[config.mk]
export PLATFORM = sky130hd
export DESIGN_NAME = rxring_dma
export DESIGN_NICKNAME = d
export VERILOG_FILES = /design/src/rtl/rxring_pkg.sv /design/src/rtl/rxring_ptr.sv /design/src/rtl/rxring_pack.sv /design/src/rtl/rxring_ctrl.sv /design/src/rtl/rxring_dma.sv
export SDC_FILE = /design/constraint.sdc
export NUM_CORES = 1
export LEC_CHECK = 0
export BUFFER_PORTS_ARGS = -buffer_cell sky130_fd_sc_hd__buf_2
export CAP_MARGIN = 20
export CORE_MARGIN = 2
export CORE_UTILIZATION = 50
export DETAILED_ROUTE_END_ITERATION = 16
export PLACE_DENSITY = 0.87
export SYNTH_ARGS = -nofsm -noshare
export SYNTH_HDL_FRONTEND = slang
export SYNTH_SLANG_ARGS = --single-unit
export TNS_END_PERCENT = 10
[constraint.sdc]
create_clock -name clk -period 1.8 [get_ports clk]
set_input_delay 0.09 -clock clk [delete_from_list [all_inputs] [get_ports clk]]
set_output_delay 0.09 -clock clk [all_outputs]
set_load 0.05 [all_outputs]
[src/rtl/rxring_pkg.sv]
package rxring_pkg;

    localparam int LEN_W      = 11;
    localparam int BIT_OWN    = 11;
    localparam int BIT_LAST   = 12;
    localparam int BIT_NOTIFY = 13;
    localparam int BIT_LONG   = 15;

    typedef enum logic [3:0] {
        ST_IDLE,
        ST_FETCH_CTL,
        ST_FETCH_BUF,
        ST_STREAM,
        ST_STORE,
        ST_DISCARD,
        ST_CLOSE_CTL,
        ST_CLOSE_BUF,
        ST_NOTIFY
    } rx_state_e;

    // Word 0 as written back when a slot is closed: ownership and wrap cleared.
    function automatic logic [31:0] close_word(input logic [LEN_W-1:0] len,
                                               input logic notify,
                                               input logic too_long);
        logic [31:0] w;
        w               = '0;
        w[LEN_W-1:0]    = len;
        w[BIT_NOTIFY]   = notify;
        w[BIT_LONG]     = too_long;
        return w;
    endfunction

endpackage

[src/rtl/rxring_ptr.sv]
module rxring_ptr #(
    parameter int AW    = 32,
    parameter int OFS_W = 10,
    parameter int STEP  = 8
) (
    input  logic          clk,
    input  logic          rst_n,
    input  logic          load,
    input  logic [AW-1:0] load_val,
    input  logic          advance,
    input  logic          wrap_req,
    output logic [AW-1:0] ptr
);
    localparam int BASE_W = AW - OFS_W;
    localparam logic [OFS_W-1:0] OFS_STEP = OFS_W'(STEP);
    localparam logic [OFS_W-1:0] OFS_LAST = OFS_W'((1 << OFS_W) - STEP);

    logic [BASE_W-1:0] base_q;
    logic [OFS_W-1:0]  off_q;
    logic [OFS_W-1:0]  off_next;

    always_comb begin
        if (wrap_req || off_q == OFS_LAST) off_next = '0;
        else                                off_next = off_q + OFS_STEP;
    end

    always_ff @(posedge clk or negedge rst_n) begin
        if (!rst_n) begin
            base_q <= '0;
            off_q  <= '0;
        end else if (load) begin
            base_q <= load_val[AW-1:OFS_W];
            off_q  <= load_val[OFS_W-1:0];
        end else if (advance) begin
            off_q  <= off_next;
        end
    end

    assign ptr = {base_q, off_q};
endmodule

[src/rtl/rxring_pack.sv]
module rxring_pack #(
    parameter int DW    = 32,
    parameter int LEN_W = rxring_pkg::LEN_W
) (
    input  logic              clk,
    input  logic              rst_n,
    input  logic              start,
    input  logic              take,
    input  logic [7:0]        byte_in,
    input  logic              flush,
    output logic [DW-1:0]     word,
    output logic [$clog2(DW/8+1)-1:0] fill,
    output logic              room,
    output logic [LEN_W-1:0]  count,
    output logic              trunc
);
    localparam int LANES  = DW / 8;
    localparam int FILL_W = $clog2(LANES + 1);
    localparam logic [LEN_W-1:0] MAX_LEN = {LEN_W{1'b1}};

    logic [FILL_W-1:0] fill_q;
    logic [LEN_W-1:0]  count_q;
    logic              trunc_q;
    logic              store;

    assign room  = (count_q != MAX_LEN);
    assign store = take && room;

    for (genvar g = 0; g < LANES; g++) begin : g_lane
        logic [7:0] lane_q;
        always_ff @(posedge clk or negedge rst_n) begin
            if (!rst_n)                                 lane_q <= '0;
            else if (start || flush)                    lane_q <= '0;
            else if (store && fill_q == FILL_W'(g))     lane_q <= byte_in;
        end
        assign word[g*8 +: 8] = lane_q;
    end

    always_ff @(posedge clk or negedge rst_n) begin
        if (!rst_n) begin
            fill_q  <= '0;
            count_q <= '0;
            trunc_q <= 1'b0;
        end else if (start) begin
            fill_q  <= '0;
            count_q <= '0;
            trunc_q <= 1'b0;
        end else begin
            if (flush)            fill_q  <= '0;
            else if (store)       fill_q  <= fill_q + 1'b1;
            if (store)            count_q <= count_q + 1'b1;
            if (take && !room)    trunc_q <= 1'b1;
        end
    end

    assign fill  = fill_q;
    assign count = count_q;
    assign trunc = trunc_q;
endmodule

[src/rtl/rxring_ctrl.sv]
module rxring_ctrl
    import rxring_pkg::*;
#(
    parameter int AW     = 32,
    parameter int DW     = 32,
    parameter int FILL_W = $clog2(DW/8 + 1)
) (
    input  logic              clk,
    input  logic              rst_n,
    input  logic              rx_enable,
    input  logic              irq_enable,
    input  logic              s_valid,
    input  logic              s_last,
    input  logic              s_crc_ok,
    output logic              s_ready,
    input  logic [AW-1:0]     slot_addr,
    output logic              mem_req,
    output logic              mem_we,
    output logic [AW-1:0]     mem_addr,
    output logic [DW-1:0]     mem_wdata,
    input  logic              mem_gnt,
    input  logic [DW-1:0]     mem_rdata,
    output logic              pk_start,
    output logic              pk_take,
    output logic              pk_flush,
    input  logic [DW-1:0]     pk_word,
    input  logic [FILL_W-1:0] pk_fill,
    input  logic              pk_room,
    input  logic [LEN_W-1:0]  pk_count,
    input  logic              pk_trunc,
    output logic              ptr_advance,
    output logic              ptr_wrap,
    input  logic              status_clr,
    output logic              status,
    output logic              irq_pulse
);
    localparam int LANES = DW / 8;
    localparam logic [AW-1:0] WORD_BYTES = AW'(DW / 8);

    rx_state_e state_q, state_d;

    logic [AW-1:0] slot_q;
    logic [AW-1:0] buf_q;
    logic [AW-1:0] wptr_q;
    logic          own_q, wrap_q, notify_q;
    logic          last_q, crc_q;
    logic          status_q;
    logic          word_full;
    logic          frame_end;
    logic          unused_rdata;

    assign unused_rdata = ^mem_rdata[1:0];
    assign word_full    = pk_room && (pk_fill == FILL_W'(LANES - 1));
    assign frame_end    = s_valid && s_last;

    // Next-state logic.
    always_comb begin
        state_d = state_q;
        unique case (state_q)
            ST_IDLE:      if (s_valid) state_d = rx_enable ? ST_FETCH_CTL : ST_DISCARD;
            ST_FETCH_CTL: if (mem_gnt) state_d = ST_FETCH_BUF;
            ST_FETCH_BUF: if (mem_gnt) state_d = own_q ? ST_STREAM : ST_DISCARD;
            ST_STREAM: begin
                if (frame_end) begin
                    if (pk_room || pk_fill != '0) state_d = ST_STORE;
                    else                           state_d = s_crc_ok ? ST_CLOSE_CTL : ST_IDLE;
                end else if (s_valid && word_full) begin
                    state_d = ST_STORE;
                end
            end
            ST_STORE: begin
                if (mem_gnt) begin
                    if (!last_q)    state_d = ST_STREAM;
                    else if (crc_q) state_d = ST_CLOSE_CTL;
                    else            state_d = ST_IDLE;
                end
            end
            ST_DISCARD:   if (frame_end) state_d = ST_IDLE;
            ST_CLOSE_CTL: if (mem_gnt) state_d = ST_CLOSE_BUF;
            ST_CLOSE_BUF: if (mem_gnt) state_d = ST_NOTIFY;
            ST_NOTIFY:    state_d = ST_IDLE;
            default:      state_d = ST_IDLE;
        endcase
    end

    // State register.
    always_ff @(posedge clk or negedge rst_n) begin
        if (!rst_n) state_q <= ST_IDLE;
        else        state_q <= state_d;
    end

    // Outputs decoded from the current state.
    always_comb begin
        s_ready     = 1'b0;
        mem_req     = 1'b0;
        mem_we      = 1'b0;
        mem_addr    = slot_q;
        mem_wdata   = '0;
        pk_take     = 1'b0;
        ptr_advance = 1'b0;
        ptr_wrap    = 1'b0;
        irq_pulse   = 1'b0;
        unique case (state_q)
            ST_IDLE: ;
            ST_FETCH_CTL: begin
                mem_req  = 1'b1;
            end
            ST_FETCH_BUF: begin
                mem_req  = 1'b1;
                mem_addr = slot_q + WORD_BYTES;
            end
            ST_STREAM: begin
                s_ready  = 1'b1;
                pk_take  = s_valid;
            end
            ST_STORE: begin
                mem_req   = 1'b1;
                mem_we    = 1'b1;
                mem_addr  = wptr_q;
                mem_wdata = pk_word;
            end
            ST_DISCARD: begin
                s_ready  = 1'b1;
            end
            ST_CLOSE_CTL: begin
                mem_req   = 1'b1;
                mem_we    = 1'b1;
                mem_wdata = DW'(close_word(pk_count, notify_q, pk_trunc));
            end
            ST_CLOSE_BUF: begin
                mem_req   = 1'b1;
                mem_we    = 1'b1;
                mem_addr  = slot_q + WORD_BYTES;
                mem_wdata = DW'(buf_q);
            end
            ST_NOTIFY: begin
                ptr_advance = 1'b1;
                ptr_wrap    = wrap_q;
                irq_pulse   = notify_q && irq_enable;
            end
            default: ;
        endcase
    end

    assign pk_start = (state_q == ST_FETCH_BUF) && mem_gnt;
    assign pk_flush = (state_q == ST_STORE) && mem_gnt;

    // Per-frame context captured from the descriptor and the stream.
    always_ff @(posedge clk or negedge rst_n) begin
        if (!rst_n) begin
            slot_q   <= '0;
            buf_q    <= '0;
            wptr_q   <= '0;
            own_q    <= 1'b0;
            wrap_q   <= 1'b0;
            notify_q <= 1'b0;
            last_q   <= 1'b0;
            crc_q    <= 1'b0;
        end else begin
            if (state_q == ST_IDLE) slot_q <= slot_addr;
            if (state_q == ST_FETCH_CTL && mem_gnt) begin
                own_q    <= mem_rdata[BIT_OWN];
                wrap_q   <= mem_rdata[BIT_LAST];
                notify_q <= mem_rdata[BIT_NOTIFY];
            end
            if (pk_start) begin
                buf_q  <= {mem_rdata[AW-1:2], 2'b00};
                wptr_q <= {mem_rdata[AW-1:2], 2'b00};
                last_q <= 1'b0;
            end
            if (pk_flush) wptr_q <= wptr_q + WORD_BYTES;
            if (state_q == ST_STREAM && frame_end) begin
                last_q <= 1'b1;
                crc_q  <= s_crc_ok;
            end
        end
    end

    // Sticky receive status; a set beats a clear.
    always_ff @(posedge clk or negedge rst_n) begin
        if (!rst_n)                     status_q <= 1'b0;
        else if (state_q == ST_NOTIFY)  status_q <= 1'b1;
        else if (status_clr)            status_q <= 1'b0;
    end

    assign status = status_q;
endmodule

[src/rtl/rxring_dma.sv]
module rxring_dma #(
    parameter int AW    = 32,
    parameter int DW    = 32,
    parameter int OFS_W = 10,
    parameter int SLOT  = 8
) (
    input  logic          clk,
    input  logic          rst_n,
    input  logic          rx_enable,
    input  logic          irq_enable,
    input  logic          ring_ptr_wr,
    input  logic [AW-1:0] ring_ptr_wdata,
    output logic [AW-1:0] ring_ptr,
    input  logic          s_valid,
    input  logic [7:0]    s_data,
    input  logic          s_last,
    input  logic          s_crc_ok,
    output logic          s_ready,
    output logic          mem_req,
    output logic          mem_we,
    output logic [AW-1:0] mem_addr,
    output logic [DW-1:0] mem_wdata,
    input  logic          mem_gnt,
    input  logic [DW-1:0] mem_rdata,
    output logic          rx_status,
    input  logic          rx_status_clr,
    output logic          irq_pulse
);
    localparam int LEN_W  = rxring_pkg::LEN_W;
    localparam int FILL_W = $clog2(DW/8 + 1);

    logic              pk_start, pk_take, pk_flush, pk_room, pk_trunc;
    logic [DW-1:0]     pk_word;
    logic [FILL_W-1:0] pk_fill;
    logic [LEN_W-1:0]  pk_count;
    logic              ptr_advance, ptr_wrap;

    rxring_ptr #(.AW(AW), .OFS_W(OFS_W), .STEP(SLOT)) ptr_i (
        .clk      (clk),
        .rst_n    (rst_n),
        .load     (ring_ptr_wr),
        .load_val (ring_ptr_wdata),
        .advance  (ptr_advance),
        .wrap_req (ptr_wrap),
        .ptr      (ring_ptr)
    );

    rxring_pack #(.DW(DW), .LEN_W(LEN_W)) pack_i (
        .clk     (clk),
        .rst_n   (rst_n),
        .start   (pk_start),
        .take    (pk_take),
        .byte_in (s_data),
        .flush   (pk_flush),
        .word    (pk_word),
        .fill    (pk_fill),
        .room    (pk_room),
        .count   (pk_count),
        .trunc   (pk_trunc)
    );

    rxring_ctrl #(.AW(AW), .DW(DW), .FILL_W(FILL_W)) ctrl_i (
        .clk         (clk),
        .rst_n       (rst_n),
        .rx_enable   (rx_enable),
        .irq_enable  (irq_enable),
        .s_valid     (s_valid),
        .s_last      (s_last),
        .s_crc_ok    (s_crc_ok),
        .s_ready     (s_ready),
        .slot_addr   (ring_ptr),
        .mem_req     (mem_req),
        .mem_we      (mem_we),
        .mem_addr    (mem_addr),
        .mem_wdata   (mem_wdata),
        .mem_gnt     (mem_gnt),
        .mem_rdata   (mem_rdata),
        .pk_start    (pk_start),
        .pk_take     (pk_take),
        .pk_flush    (pk_flush),
        .pk_word     (pk_word),
        .pk_fill     (pk_fill),
        .pk_room     (pk_room),
        .pk_count    (pk_count),
        .pk_trunc    (pk_trunc),
        .ptr_advance (ptr_advance),
        .ptr_wrap    (ptr_wrap),
        .status_clr  (rx_status_clr),
        .status      (rx_status),
        .irq_pulse   (irq_pulse)
    );
endmodule

==> impl_metrics.ini <==
[logic_synthesis]
ys_ff_latch = 181
ys.warnings.count = 0
synth.distinct_cells = 72
synth-edff-count = 0
syn_area_um2 = 9612
synth.area.top_cells = dfrtp_1, nand2_1, mux2_2
syn_area_per_cell_um2 = 9.323
syn_nets = 1122
syn_inst = 1031
yosysTopAreaCellShare_pct = 47.12
seq_area_frac_synth_pct = 47.12
synth_top_cell_by_area = dfrtp_1
ys.flop_type = dfrtp_1
async_reset_ff_share_pct = 100.0

[route]
drt_iter0_drc = 1358
drtPass1Iterations = 6
wire_per_inst_um = 23.93
drt_wl_total_um = 40950
ant_nets = 0
viasPerCell = 6.463
drc = 0
vias = 11058

[worst_setup_path]
path_cells = nand4_1 -> nor4_4 -> buf_4 -> nand4_1 -> buf_4 -> a21oi_1 -> o211ai_1 -> buf_4
path_buf_inv = 3
critPathMaxStageDelay_ns = 0.41
critPathSlowestCell = dfrtp_1
worstSetupStartpointType = flop
r2r_cells = 7
timing.rr.start = ctrl_i.state_q[0]$_DFFE_PN0P_
cp-end-kind = primary output
cp.required_ns = 1.71
crit_cells = 8
cp.arrival_ns = 2.58
cp_common_cell = buf_4
timing.rr.end = ctrl_i.wptr_q[25]$_DFFE_PN0P_
cp_top_family = simple AND/OR/NAND/NOR gates
path_class = reg2out
r2r_setup_slack_ns = -0.35
worstPathMaxFanout = 3

[final_layout]
fin_nets = 1554
n_fill_cell = 946
drive_gt1_share_pct = 43.22
final_cells = 1711
seqCellArea_um2 = 4538
fin_area_um2 = 15150
multi_input_area_um2 = 5498
area_delta_synth_final_pct = 57.67

[clock_tree]
cts_inserted_buffers = 17
cts_root_buf = clkbuf_16
htreeDepth = 4
clk_latency_ns = 0.45
clock_path_buffers = 2
cts_tree = done
clk_pin_slew_ns = 0.07
cts.sinks = 181

[hold_path]
hold-path-endpoint = ptr_i.off_q[4]$_DFFE_PN0P_
hold_depth = 2
worstHoldStart = ring_ptr_wr
hold_path.class = in2reg

[die]
pin_count = 183
row_count = 50
die_y_um = 142.7
coreArea_um2 = 18770
die-width_um = 142.7
start_util_pct = 51.21
dieArea_um2 = 20350

[timing]
min_period_over_period_pct = 148.4
max_slew.worst_pin.slew_ns = 0.6072
clock_skew_ns = 0.01125
hold_slack_ns = 0.02948
report.final.slew_viol_count = 0
slew_headroom_pct = 59.52
setup_viol = 166
worst_slack_ns = -0.8717
max_freq_mhz = 374.3
tns_ns = -46.32
finalHoldViolations = 0
rsz0062_at_grt = true
fin_crit_ns = 2.672

[placement]
placed_area_um2 = 12280
hpwl_um = 22780
dp_cells = 1568
gp_congestion = 0.9057
io_buffers = 180

[global_routing]
grt_pass1_vias = 10868
grt_pass1_wl_um = 58380
track_usage_pct = 37.23
grt.overflow.total = 0
antenna_found_initial = 1
grt_max_degree = 46

[status]
violations = negative setup slack
status = finished, violations left

[power_and_ir_drop]
total_power_w = 0.02945
p_leak_nw = 6.975
p_per_area_nw_per_um2 = 1943
irDropWorstVdd_uv = 1811

[flow_run]
maxCapViolCount = 0
-- area by class of cell --
type	instances	share of cell area, %
multi-input combinational	762	36.28
sequential	181	29.95
timing repair buffer	477	27.25
clock buffer	18	2.832
tap	234	1.932
clock inverter	14	1.156
inverter	24	0.5945
antenna	1	0.01651
-- what timing repair did --
action	4_1_cts	5_1_grt
pin swaps	47	56
hold buffers	73	0
hold endpoints to repair	253	0
gates resized for setup	212	132
cloned	0	3
setup endpoints to repair	220	194
buffers inserted	16	22
-- how the worst max path moves through the flow --
stage,from,to
floorplan,ctrl_i.state_q[2]$_DFFE_PN0P_,mem_addr[23]
global route,ctrl_i.slot_q[15]$_DFFE_PN0N_,mem_addr[23]
detailed placement,ctrl_i.state_q[2]$_DFFE_PN0P_,mem_addr[21]
CTS,ctrl_i.state_q[2]$_DFFE_PN0P_,mem_addr[28]
finish,ctrl_i.slot_q[15]$_DFFE_PN0N_,mem_addr[29]
global placement,ctrl_i.state_q[2]$_DFFE_PN0P_,mem_addr[14]
-- stage by stage --
stage          setup slack, ns  utilization, %
2_1_floorplan          -0.4564               -
3_3_place_gp           -0.3377           65.45
3_5_place_dp           -0.3870           65.45
4_1_cts                -0.6569           76.84
5_1_grt                -0.9008           80.75
6_report               -0.8717           80.75
-- cells by family after synthesis --
family	share of synthesized area, %
AND/OR/NAND/NOR	23.50
AO/OA/AOI/OAI	14.85
flip-flops	47.12
buffers and inverters	3.866
multiplexers	7.954
XOR/XNOR	1.536
adder cells (fa/ha/maj)	1.172
-- worst reg2reg max path, cell delays in order (launching register included) --
cell and delay, ns:
dfrtp_2 0.47, buf_4 0.17, nor4b_4 0.26, buf_12 0.18, nand4_1 0.15, or3_4 0.40, or3b_1 0.38, nand3_1 0.08
-- state kept, by name (all words and copies together) (netlist names), 3 cells and up --
| signal | cells |
|---|---|
| ctrl_i.buf_q | 30 |
| ctrl_i.slot_q | 32 |
| ctrl_i.state_q | 4 |
| ctrl_i.wptr_q | 30 |
| pack_i.count | 11 |
| pack_i.fill | 3 |
| pack_i.g_lane.lane_q | 32 |
| ptr_i.base_q | 22 |
| ptr_i.off_q | 10 |
-- power breakdown --
group / leakage, nW / total, W / internal [W] / switching (W)
Sequential: 2.25 / 0.00691 / 0.00555 / 0.00136
Clock: 0.276 / 0.00397 / 0.00220 / 0.00177
Combinational: 4.45 / 0.0186 / 0.00761 / 0.0110
Total: 6.98 / 0.0294 / 0.0154 / 0.0141
-- synth_stat cells, types with 10 or more instances --
cell      number
nand2_1      215
dfrtp_1      181
o21ai_0       75
nor2_1        64
mux2_2        59
nand3_1       51
clkbuf_1      33
inv_1         24
a22o_1        23
buf_2         23
and3_1        19
nand4_1       19
o211ai_1      19
a22oi_1       18
nor3_1        15
a21oi_1       12
o311ai_0      12
nor4_1        11
and2_1        10
and4_1        10
mux2i_1       10
xnor2_1       10
-- layer usage --
layer | track usage [%] | up-vias | wire, µm
met4 | 19.80 | 0 | 2845
li1 | - | 4575 | -
met5 | 0 | - | 0
met3 | 8.753 | 267 | 4081
met1 | 43.98 | 5310 | 14270
met2 | 63.16 | 906 | 19750
-- placed cells by master (no fill, tap or decap), types with 10 or more instances in the layout --
cell type / Yosys / final
buf_8: 0 / 12
nand2_2: 1 / 16
mux2i_1: 10 / 10
a21oi_1: 12 / 11
dlygate4sd3_1: 0 / 73
o21ai_2: 0 / 12
buf_6: 1 / 78
mux2_2: 59 / 59
nand3_1: 51 / 48
o211ai_1: 19 / 19
inv_1: 24 / 24
nand4_1: 19 / 19
nor3_1: 15 / 10
nor2_4: 0 / 10
o21ai_0: 75 / 46
a22oi_1: 18 / 11
a22o_1: 23 / 22
and3_1: 19 / 15
clkbuf_16: 0 / 19
buf_12: 0 / 18
buf_4: 1 / 183
dfrtp_1: 181 / 174
nand2_1: 215 / 197
nor2_1: 64 / 45
buf_2: 23 / 111
Power figures use the tool's default switching activity.
